--- config.mk ---
export PLATFORM = sky130hd
export DESIGN_NAME = rfa_admit
export DESIGN_NICKNAME = d
export VERILOG_FILES = /design/src/rtl/rfa_pkg.sv /design/src/rtl/rfa_control.sv /design/src/rtl/rfa_datapath.sv /design/src/rtl/rfa_admit.sv
export SDC_FILE = /design/constraint.sdc
export NUM_CORES = 2
export LEC_CHECK = 0
export BUFFER_PORTS_ARGS = -buffer_cell sky130_fd_sc_hd__buf_2
export CORE_ASPECT_RATIO = 0.7
export CORE_MARGIN = 4
export CORE_UTILIZATION = 50
export CTS_CLUSTER_DIAMETER = 120
export DETAILED_ROUTE_END_ITERATION = 7
export GPL_TIMING_DRIVEN = 0
export PLACE_DENSITY = 0.67
export SLEW_MARGIN = 40
export SYNTH_ARGS = -nofsm -noshare
export SYNTH_HDL_FRONTEND = slang
export SYNTH_SLANG_ARGS = --single-unit
export TNS_END_PERCENT = 50
--- constraint.sdc ---
create_clock -name clk -period 15.2 [get_ports clk]
set_input_delay 3.04 -clock clk [delete_from_list [all_inputs] [get_ports clk]]
set_output_delay 3.04 -clock clk [all_outputs]
set_load 0.01 [all_outputs]
--- src/rtl/rfa_pkg.sv ---
package rfa_pkg;
  // strobes issued by the control to the datapath for one cycle
  typedef struct packed {
    logic allocEn;
    logic freeEn;
  } rfaStrobe_t;
endpackage

--- src/rtl/rfa_control.sv ---
module rfa_control
  import rfa_pkg::*;
#(
  parameter int THR_W = 10,
  parameter int RPT_W = 8,
  parameter int WARP_LANES = 32,
  parameter int CHUNK_REGS = 256,
  parameter int NEED_W = 11,
  parameter int WPB_W = 6
) (
  input  logic              reqValid,
  input  logic [THR_W-1:0]  reqThreads,
  input  logic [RPT_W-1:0]  reqRegsPerThread,
  input  logic              relValid,
  input  logic              fitFound,
  input  logic              warpOk,
  input  logic              slotAvail,
  input  logic              relHit,
  output logic [NEED_W-1:0] needChunks,
  output logic [WPB_W-1:0]  needWarps,
  output logic              reqReady,
  output rfaStrobe_t        strobe
);
  localparam int DEM_W    = THR_W + RPT_W;
  localparam int CHUNK_SH = $clog2(CHUNK_REGS);
  localparam int LANE_SH  = $clog2(WARP_LANES);

  logic [DEM_W-1:0] demand;
  logic [THR_W:0]   thrRound;

  // sizing: registers rounded up to chunks, threads rounded up to warps
  always_comb begin
    demand     = DEM_W'(reqThreads) * DEM_W'(reqRegsPerThread);
    needChunks = NEED_W'(demand >> CHUNK_SH) + NEED_W'(|demand[CHUNK_SH-1:0]);
    thrRound   = {1'b0, reqThreads} + (THR_W+1)'(WARP_LANES - 1);
    needWarps  = WPB_W'(thrRound >> LANE_SH);
  end

  // decision: all three budgets must have room at once
  always_comb begin
    reqReady       = reqValid && fitFound && warpOk && slotAvail;
    strobe.allocEn = reqReady;
    strobe.freeEn  = relValid && relHit;
  end
endmodule

--- src/rtl/rfa_datapath.sv ---
module rfa_datapath
  import rfa_pkg::*;
#(
  parameter int CHUNKS = 64,
  parameter int MAX_BLOCKS = 8,
  parameter int MAX_WARPS = 32,
  parameter int NEED_W = 11,
  parameter int WPB_W = 6
) (
  input  logic                          clk,
  input  logic                          rstN,
  input  rfaStrobe_t                    strobe,
  input  logic [NEED_W-1:0]             needChunks,
  input  logic [WPB_W-1:0]              needWarps,
  input  logic [$clog2(MAX_BLOCKS)-1:0] relSlot,
  output logic                          fitFound,
  output logic                          warpOk,
  output logic                          slotAvail,
  output logic                          relHit,
  output logic [$clog2(CHUNKS)-1:0]     fitIdx,
  output logic [$clog2(MAX_BLOCKS)-1:0] slotPick,
  output logic [$clog2(CHUNKS+1)-1:0]   freeChunks,
  output logic [$clog2(MAX_WARPS+1)-1:0] warpCnt,
  output logic [$clog2(MAX_BLOCKS+1)-1:0] blkCnt
);
  localparam int CIDX_W = $clog2(CHUNKS);
  localparam int CCNT_W = $clog2(CHUNKS + 1);
  localparam int SLOT_W = $clog2(MAX_BLOCKS);
  localparam int WCNT_W = $clog2(MAX_WARPS + 1);
  localparam int BCNT_W = $clog2(MAX_BLOCKS + 1);
  localparam int CMP_W  = (NEED_W > CCNT_W) ? NEED_W : CCNT_W;

  logic [CHUNKS-1:0]     usedMap;
  logic [MAX_BLOCKS-1:0] slotOcc;
  logic [CIDX_W-1:0]     slotBase  [MAX_BLOCKS];
  logic [CCNT_W-1:0]     slotLen   [MAX_BLOCKS];
  logic [WPB_W-1:0]      slotWarps [MAX_BLOCKS];

  logic [CCNT_W-1:0] runLen [CHUNKS];
  logic [CHUNKS-1:0] fitHit;
  logic [CHUNKS-1:0] allocMask;
  logic [CHUNKS-1:0] freeMask;

  // free run length starting at each chunk, built from the top down
  generate
    for (genvar c = 0; c < CHUNKS; c++) begin : g_run
      if (c == CHUNKS - 1) begin : g_top
        assign runLen[c] = usedMap[c] ? '0 : CCNT_W'(1);
      end else begin : g_mid
        assign runLen[c] = usedMap[c] ? '0 : runLen[c+1] + CCNT_W'(1);
      end
      assign fitHit[c] = CMP_W'(runLen[c]) >= CMP_W'(needChunks);
    end
  endgenerate

  // first fit: lowest start chunk with a long enough run
  always_comb begin
    fitIdx = '0;
    for (int c = CHUNKS - 1; c >= 0; c--) begin
      if (fitHit[c]) fitIdx = CIDX_W'(c);
    end
    fitFound = |fitHit;
  end

  // lowest free block slot
  always_comb begin
    slotPick = '0;
    for (int s = MAX_BLOCKS - 1; s >= 0; s--) begin
      if (!slotOcc[s]) slotPick = SLOT_W'(s);
    end
    slotAvail = ~&slotOcc;
    relHit    = slotOcc[relSlot];
    warpOk    = (int'(warpCnt) + int'(needWarps)) <= MAX_WARPS;
  end

  // chunk masks for the range being granted and the range being returned
  always_comb begin
    for (int c = 0; c < CHUNKS; c++) begin
      allocMask[c] = (c >= int'(fitIdx)) && (c < int'(fitIdx) + int'(needChunks));
      freeMask[c]  = (c >= int'(slotBase[relSlot])) &&
                     (c < int'(slotBase[relSlot]) + int'(slotLen[relSlot]));
    end
  end

  always_ff @(posedge clk or negedge rstN) begin
    if (!rstN) begin
      usedMap    <= '0;
      slotOcc    <= '0;
      freeChunks <= CCNT_W'(CHUNKS);
      warpCnt    <= '0;
      blkCnt     <= '0;
      for (int s = 0; s < MAX_BLOCKS; s++) begin
        slotBase[s]  <= '0;
        slotLen[s]   <= '0;
        slotWarps[s] <= '0;
      end
    end else begin
      usedMap <= (usedMap & ~(strobe.freeEn ? freeMask : '0)) |
                 (strobe.allocEn ? allocMask : '0);
      freeChunks <= freeChunks
                    - (strobe.allocEn ? CCNT_W'(needChunks) : '0)
                    + (strobe.freeEn ? slotLen[relSlot] : '0);
      warpCnt <= warpCnt
                 + (strobe.allocEn ? WCNT_W'(needWarps) : '0)
                 - (strobe.freeEn ? WCNT_W'(slotWarps[relSlot]) : '0);
      blkCnt <= blkCnt + BCNT_W'(strobe.allocEn) - BCNT_W'(strobe.freeEn);
      if (strobe.freeEn) slotOcc[relSlot] <= 1'b0;
      if (strobe.allocEn) begin
        slotOcc[slotPick]   <= 1'b1;
        slotBase[slotPick]  <= fitIdx;
        slotLen[slotPick]   <= CCNT_W'(needChunks);
        slotWarps[slotPick] <= needWarps;
      end
    end
  end


  alloc_disjoint_chk: assert property (@(posedge clk) disable iff (!rstN)
    strobe.allocEn |-> ((allocMask & usedMap) == '0));

  free_count_chk: assert property (@(posedge clk) disable iff (!rstN)
    int'(freeChunks) == CHUNKS - $countones(usedMap));

  block_cap_chk: assert property (@(posedge clk) disable iff (!rstN)
    (int'(blkCnt) <= MAX_BLOCKS) && (int'(blkCnt) == $countones(slotOcc)));

  warp_cap_chk: assert property (@(posedge clk) disable iff (!rstN)
    int'(warpCnt) <= MAX_WARPS);

  release_now_chk: assert property (@(posedge clk) disable iff (!rstN)
    (strobe.freeEn && !strobe.allocEn) |=> (blkCnt == $past(blkCnt) - BCNT_W'(1)));

  refused_still_chk: assert property (@(posedge clk) disable iff (!rstN)
    (!strobe.allocEn && !strobe.freeEn) |=> ($stable(usedMap) && $stable(warpCnt)));
endmodule

--- src/rtl/rfa_admit.sv ---
module rfa_admit
  import rfa_pkg::*;
#(
  parameter int REG_COUNT  = 16384,
  parameter int CHUNK_REGS = 256,
  parameter int MAX_BLOCKS = 8,
  parameter int MAX_WARPS  = 32,
  parameter int WARP_LANES = 32,
  parameter int THR_W      = 10,
  parameter int RPT_W      = 8,
  localparam int CHUNKS    = REG_COUNT / CHUNK_REGS,
  localparam int REG_W     = $clog2(REG_COUNT),
  localparam int FREE_W    = $clog2(REG_COUNT + 1),
  localparam int SLOT_W    = $clog2(MAX_BLOCKS),
  localparam int WCNT_W    = $clog2(MAX_WARPS + 1),
  localparam int BCNT_W    = $clog2(MAX_BLOCKS + 1)
) (
  input  logic              clk,
  input  logic              rstN,
  input  logic              reqValid,
  input  logic [THR_W-1:0]  reqThreads,
  input  logic [RPT_W-1:0]  reqRegsPerThread,
  output logic              reqReady,
  output logic [REG_W-1:0]  grantBase,
  output logic [SLOT_W-1:0] grantSlot,
  input  logic              relValid,
  input  logic [SLOT_W-1:0] relSlot,
  output logic [FREE_W-1:0] freeRegs,
  output logic [WCNT_W-1:0] residentWarps,
  output logic [BCNT_W-1:0] residentBlocks
);
  localparam int CHUNK_SH = $clog2(CHUNK_REGS);
  localparam int NEED_W   = THR_W + RPT_W - CHUNK_SH + 1;
  localparam int WPB_W    = THR_W - $clog2(WARP_LANES) + 1;
  localparam int CIDX_W   = $clog2(CHUNKS);
  localparam int CCNT_W   = $clog2(CHUNKS + 1);

  rfaStrobe_t        strobe;
  logic [NEED_W-1:0] needChunks;
  logic [WPB_W-1:0]  needWarps;
  logic              fitFound, warpOk, slotAvail, relHit;
  logic [CIDX_W-1:0] fitIdx;
  logic [CCNT_W-1:0] freeChunks;

  rfa_control #(
    .THR_W(THR_W), .RPT_W(RPT_W), .WARP_LANES(WARP_LANES),
    .CHUNK_REGS(CHUNK_REGS), .NEED_W(NEED_W), .WPB_W(WPB_W)
  ) ctrl_i (
    .reqValid(reqValid), .reqThreads(reqThreads),
    .reqRegsPerThread(reqRegsPerThread), .relValid(relValid),
    .fitFound(fitFound), .warpOk(warpOk), .slotAvail(slotAvail),
    .relHit(relHit), .needChunks(needChunks), .needWarps(needWarps),
    .reqReady(reqReady), .strobe(strobe)
  );

  rfa_datapath #(
    .CHUNKS(CHUNKS), .MAX_BLOCKS(MAX_BLOCKS), .MAX_WARPS(MAX_WARPS),
    .NEED_W(NEED_W), .WPB_W(WPB_W)
  ) dp_i (
    .clk(clk), .rstN(rstN), .strobe(strobe), .needChunks(needChunks),
    .needWarps(needWarps), .relSlot(relSlot), .fitFound(fitFound),
    .warpOk(warpOk), .slotAvail(slotAvail), .relHit(relHit),
    .fitIdx(fitIdx), .slotPick(grantSlot), .freeChunks(freeChunks),
    .warpCnt(residentWarps), .blkCnt(residentBlocks)
  );

  assign grantBase = REG_W'(fitIdx) << CHUNK_SH;
  assign freeRegs  = FREE_W'(freeChunks) << CHUNK_SH;
endmodule

## After elaboration in Yosys (flattened, before gate mapping)

Cells that the tools add are included.
W data, S select, Z words.

- Bits in registers: 241
- Output and inout bits: 43

- Add/sub/neg operators: 74
- $mul: 1
- $lt $le $gt $ge: 326
- Muxes and demuxes: 166
- Bitwise gates (word level): 8
- Reduce and logical (&&, ||, !) cells: 137

Operators with widths:

| cell | number |
|---|---|
| $lt A7 B32 Y1 const A | 64 |
| $ge A7 B11 Y1 | 64 |
| $lt A6 B32 Y1 const A | 21 |
| $mux W7 | 68 |
| $add A7 B1 Y7 const B | 62 |
| $mux W6 | 71 |
| $ge A6 B6 Y1 const A | 62 |
| $lt A5 B32 Y1 const A | 8 |
| $ge A5 B6 Y1 const A | 32 |
| $logic_and A1 B1 Y1 | 133 |
| $lt A4 B32 Y1 const A | 4 |
| $mux W64 | 2 |
| $bwmux W48 | 2 |
| $ge A4 B6 Y1 const A | 16 |
| $lt A5 B8 Y1 const A | 11 |
| $and A64 B64 Y64 | 1 |
| $lt A3 B32 Y1 const A | 2 |
| $lt A4 B8 Y1 const A | 8 |
| $not A64 Y64 | 1 |
| $or A64 B64 Y64 | 1 |
| $reduce_or A64 Y1 | 1 |
| $bwmux W56 | 1 |
| $ge A3 B6 Y1 const A | 8 |
| $bmux W6 S3 | 2 |
| other kinds (40) | 67 |

## Depth between registers and ports, before layout

- Depth after elaboration: 135
- Mapped depth: 70
- Mapped depth without buffers: 68

## By module

Synthesis repeated with hierarchy kept, for this count alone.

- Cell total of the unflattened synthesis: 4328
- Area total of the unflattened synthesis: 33878.7 um2

By module, submodules not included:

| module | instances | cells an instance | area each (um2) |
|---|---|---|---|
| rfa_datapath | 1 | 3954 | 30758.2 |
| rfa_control | 1 | 357 | 2996.6 |
| rfa_admit | 1 | 17 | 123.9 |

## Worst setup path after synthesis

No wires, ideal clock.

- Path type: input-to-reg
- Start: input reqRegsPerThread[2]
- End: register dp_i.usedMap[24]
- Library setup time: 0.129 ns
- Arrival time: 15.396 ns
- Required time: 15.071 ns
- Path slack: -0.325 ns
- Stages on the path: 52
- Path buffers: 3
- Cell sequence: clkbuf_1 > and2_1 > ha_1 > fa_1 > ha_1 > inv_1 > fa_1 > fa_1 > or4b_2 > a21oi_1 > o2111ai_1 > ha_1 > ha_1 > xnor2_1 > clkbuf_1 > ha_1 > a21o_1 > a21oi_1 > (+16 left out) > clkbuf_1 > ha_1 > a21o_1 > a21oi_1 > o21bai_1 > a21oi_1 > o21bai_1 > nor3_1 > a21o_1 > a32oi_1 > nor2_1 > nand2_1 > nor2_1 > nor2_1 > nand2_1 > a21oi_1 > o311ai_0 > nand2_1

- Longest elaborated chain between the ends: 73

RTL lines:

| element | RTL line | RTL |
|---|---|---|
| start, declared | rfa_admit.sv:22 | `input logic [RPT_W-1:0] reqRegsPerThread,` |
| $mul A10 B8 Y18 (*) | rfa_control.sv:33 | `demand = DEM_W'(reqThreads) * DEM_W'(reqRegsPerThread);` |
| $reduce_or A8 Y1 | rfa_control.sv:34 | `needChunks = NEED_W'(demand >> CHUNK_SH) + NEED_W'(\|demand[CHUNK_SH-1:0]);` |
| $add A10 B1 Y11 (*) | rfa_control.sv:34 |  |
| $ge A7 B11 Y1 | rfa_datapath.sv:52 | `assign fitHit[c] = CMP_W'(runLen[c]) >= CMP_W'(needChunks);` |
| $mux W6 (63 in a row) | rfa_datapath.sv:60 | `if (fitHit[c]) fitIdx = CIDX_W'(c);` |
| $mux W6 (*) | rfa_datapath.sv:60 |  |
| named net grantBase[9] | rfa_admit.sv:24 | `output logic [REG_W-1:0] grantBase,` |
| $add A6 B11 Y12 | rfa_datapath.sv:79 | `allocMask[c] = (c >= int'(fitIdx)) && (c < int'(fitIdx) + int'(needChunks));` |
| $lt A6 B32 Y1 | rfa_datapath.sv:79 |  |
| $logic_and A1 B1 Y1 (*) | rfa_datapath.sv:79 |  |
| $mux W64 (*) | rfa_datapath.sv:99 | `(strobe.allocEn ? allocMask : '0);` |
| $or A64 B64 Y64 (*) | rfa_datapath.sv:98 | `usedMap <= (usedMap & ~(strobe.freeEn ? freeMask : '0)) \|` |
| end signal, assigned | rfa_datapath.sv:98 |  |
| end, declared | rfa_datapath.sv:33 | `logic [CHUNKS-1:0] usedMap;` |

Mark *: on every way through the listed nets, which the timed path passes. The rest lies on a longest branch.
A chain may end at the register's enable or synchronous reset.

## Worst setup path after layout

- Start: register dp_i.usedMap[59]
- End: output reqReady

- Longest elaborated chain between the ends: 124

RTL lines:

| element | RTL line | RTL |
|---|---|---|
| $mux W7 (*) | rfa_datapath.sv:50 | `assign runLen[c] = usedMap[c] ? '0 : runLen[c+1] + CCNT_W'(1);` |
| $add A7 B1 Y7 | rfa_datapath.sv:50 |  |
| $mux W7 | rfa_datapath.sv:50 |  |
| $add A7 B1 Y7 | rfa_datapath.sv:50 |  |
| $mux W7 | rfa_datapath.sv:50 |  |
| $add A7 B1 Y7 | rfa_datapath.sv:50 |  |
| $mux W7 | rfa_datapath.sv:50 |  |
| $add A7 B1 Y7 | rfa_datapath.sv:50 |  |
| (+106 left out) | -- |  |
| $mux W7 | rfa_datapath.sv:50 |  |
| $add A7 B1 Y7 | rfa_datapath.sv:50 |  |
| $mux W7 | rfa_datapath.sv:50 |  |
| $add A7 B1 Y7 | rfa_datapath.sv:50 |  |
| $mux W7 | rfa_datapath.sv:50 |  |
| $ge A7 B11 Y1 | rfa_datapath.sv:52 |  |
| $reduce_or A64 Y1 (*) | rfa_datapath.sv:62 | `fitFound = \|fitHit;` |
| $logic_and A1 B1 Y1 (*) (3 in a row) | rfa_control.sv:41 | `reqReady = reqValid && fitFound && warpOk && slotAvail;` |
| end, declared | rfa_admit.sv:23 | `output logic reqReady,` |

Every way passes the cells marked *; elsewhere a longest branch is shown, timed or not.

==> impl_metrics.yaml <==
run_status:
  outcome: "complete, but fails checks"
  violations: "setup timing"
clock_tree:
  cts.path.max_buffers: 3
  cts_buffers: 26
  clock_sinks: 241
  path_clk_slew_ps: 70
  clkLatencyLatePin_ps: 570
  cts-root-buf: "clkbuf_16"
  htree_num_levels: 1
  cts_tree: "yes"
yosys:
  yosysUniqueCellTypes: 113
  synth-async-reset-ratio: 1.000
  synth_top_area_share: 0.1940
  ys_seq_elements: 241
  synth_top_cell_by_area: "ha_1"
  synth_edf_count: 0
  yosys-top-cells-count: "ha_1, nand2_1, o21ai_0, nor2_1, a21oi_1"
  synth_area_um2: 32380
  synth-warning-count: 0
  synth.most_common_cell: "ha_1"
  synth_ff_type: "dfrtp_1"
  synth-seq-area-share: 0.1863
  avgSynthCellArea_um2: 7.654
  synthCells: 4230
  synth_area_leaders: "ha_1, dfrtp_1, o21ai_0"
worst_setup_path:
  crit_type: "reg -> out"
  critPathRequiredTime_ps: 12160
  slowest_delay_ps: 580
  cp.arrival_ps: 12340
  worst_setup_path_end_kind: "output port"
  crit_path_frequent_cell: "mux2i_4"
  rrSetupSlack_ps: 240
  startpoint_type: "flop"
  cpMaxStageDelayCell: "or4_4"
  critPathMaxFanout: 5
timing:
  rsz0062_at_grt: "true"
  relSlewSlack: 0.3722
  finalCritPeriodShare: 1.012
  layout_setup_ws_ps: -175.5
  tns_ps: -437.8
  fin_skew_ps: 34.57
  setup_viol: 5
  finalHoldViolations: 0
  period_needed_ps: 15380
  drv_slew: 0
  tightestPinTransition_ps: 935.0
  max_freq_mhz: 65.04
route:
  drc: 0
  routed_wl_um: 123200
  vias_per_cell: 6.194
  num_vias: 33660
  drtIter0Drc: 4142
  first_pass_iters: 6
  post_drt_wl_per_cell_um: 22.67
  ant_nets: 0
die:
  die_area_um2: 68960
  core.rowCount: 77
  core_um2: 63590
  dieHeight_um: 220.9
  initial_utilization: 0.5092
  fp.dieW_um: 312.2
  ios: 68
job:
  maxCapViolations: 0
placement:
  gp_congestion: 1.026
  dp_cells: 5227
  post-place-ws_ps: -3601
  numPortBuffers: 40
  dp_hpwl_um: 91860
  place_area_um2: 34490
grt:
  grt_usage: 0.3426
  grt_pass1_wl_um: 188100
  antenna_found_initial: 4
  grt_pass1_vias: 31230
  grt.overflow.total: 0
  grt_max_degree: 59
layout:
  stdcell_count: 5434
  area_delta_synth_final_pct: 17.83
  fin_area_um2: 38150
  fill_cells: 5881
  drive_gt1_frac: 0.1343
  fin_nets: 5174
hold_path:
  hold_class: "reg -> reg"
==> timing repair <==
action	4_1_cts	5_1_grt
gates cloned	6	2
hold buffers	0	0
setup buffers	111	49
endpoints found under the setup margin	240	75
pin swaps	47	75
resized for setup	180	159
==> metal layers <==
layer | up-vias | global-route usage | share of wire
met4 | 4 | 0.06481 | 0.023
met2 | 1744 | 0.4623 | 0.38
met1 | 16070 | 0.5348 | 0.47
met5 | - | 0 | 0.00022
met3 | 212 | 0.1008 | 0.13
li1 | 15620 | - | -
==> flip-flops by register name, summed over array words and instances (netlist names) <==
register / cells
dp_i.freeChunks: 7
dp_i.blkCnt: 4
dp_i.slotOcc: 8
dp_i.slotBase: 48
dp_i.usedMap: 64
dp_i.warpCnt: 6
dp_i.slotWarps: 48
dp_i.slotLen: 56
==> per-stage QoR <==
stage               hold slack, ps    util
floorplan                    450.1       -
global placement             461.4  0.5355
detailed placement           470.9  0.5425
CTS                          484.2  0.5834
global route                 499.1  0.5999
finish                       482.1  0.6000
==> worst max-delay path, delay by kind of cell, from the launching register on <==
family	cells	cell delay, ps
buffers and inverters	8	1060
XOR/XNOR	3	410
flip-flops	1	480
AND/OR/NAND/NOR	15	3800
multiplexers	7	2230
adder cells (fa/ha/maj)	1	290
AO/OA/AOI/OAI	15	3470
==> final timing paths <==
| kind | from | end | cells past startpoint |
|---|---|---|---|
| setup / recovery | dp_i.usedMap[59] | reqReady | 49 |
| setup reg to reg | dp_i.usedMap[61] | dp_i.usedMap[32] | 90 |
| max in group asynchronous | rstN | dp_i.usedMap[32] | 3 |
| min in group asynchronous | rstN | dp_i.freeChunks[4] | 1 |
| hold / removal | dp_i.slotBase[42] | dp_i.slotBase[42] | 2 |
| hold reg to reg | dp_i.slotBase[42] | dp_i.slotBase[42] | 2 |
==> cell families after synthesis <==
logic type,Yosys count,share of synthesized area
simple gates,1602,0.2422
compound gates,1195,0.2326
fa+ha+maj,565,0.2329
buf+inv,453,0.05515
flops,241,0.1863
xor+xnor,122,0.03300
mux,51,0.01762
other cells,1,0.0001158
==> final cells by class <==
| cell class | instances | area, um2 | area share |
|---|---|---|---|
| Timing Repair Buffer | 219 | 1877 | 0.04919 |
| Clock inverter | 10 | 140.1 | 0.003673 |
| Sequential cell | 241 | 6038 | 0.1583 |
| Timing Repair inverter | 1 | 8.758 | 0.0002296 |
| Buffer | 176 | 862.1 | 0.02260 |
| Inverter | 268 | 1066 | 0.02794 |
| Clock buffer | 36 | 738.2 | 0.01935 |
| Tap cell | 829 | 1037 | 0.02719 |
| Antenna cell | 3 | 7.507 | 0.0001968 |
| Multi-Input combinational cell | 3651 | 26380 | 0.6914 |
==> layout by cell type (no fill, tap or decap), types with 15 or more instances in the layout <==
cell	netlist	final
nand3_1	64	59
nor2_1	370	356
o31ai_1	24	19
buf_4	16	172
dfrtp_1	240	235
or3_1	33	32
a21o_1	100	98
nand4_1	28	28
o221ai_1	17	15
mux2_2	21	20
nand2b_1	164	160
and3_1	29	29
nor3_1	110	99
a21oi_2	1	19
clkbuf_1	154	132
o211ai_1	28	28
a31oi_1	24	21
or2_2	31	31
o21ai_0	405	380
conb_1	1	115
buf_2	5	46
fa_1	63	63
clkbuf_16	0	28
and2_1	80	76
nor4_1	25	18
nor2b_1	120	119
xnor2_1	97	84
o21ai_1	5	18
inv_1	257	251
xor2_1	25	21
o21bai_1	24	23
a21oi_1	283	259
ha_1	502	499
a22oi_1	58	57
o22ai_1	39	37
o21a_1	22	19
nand2_1	475	468
Power is left out: the tool's default activity adds up to more than one toggle a clock period on the data nets, which glitch-free logic cannot reach.
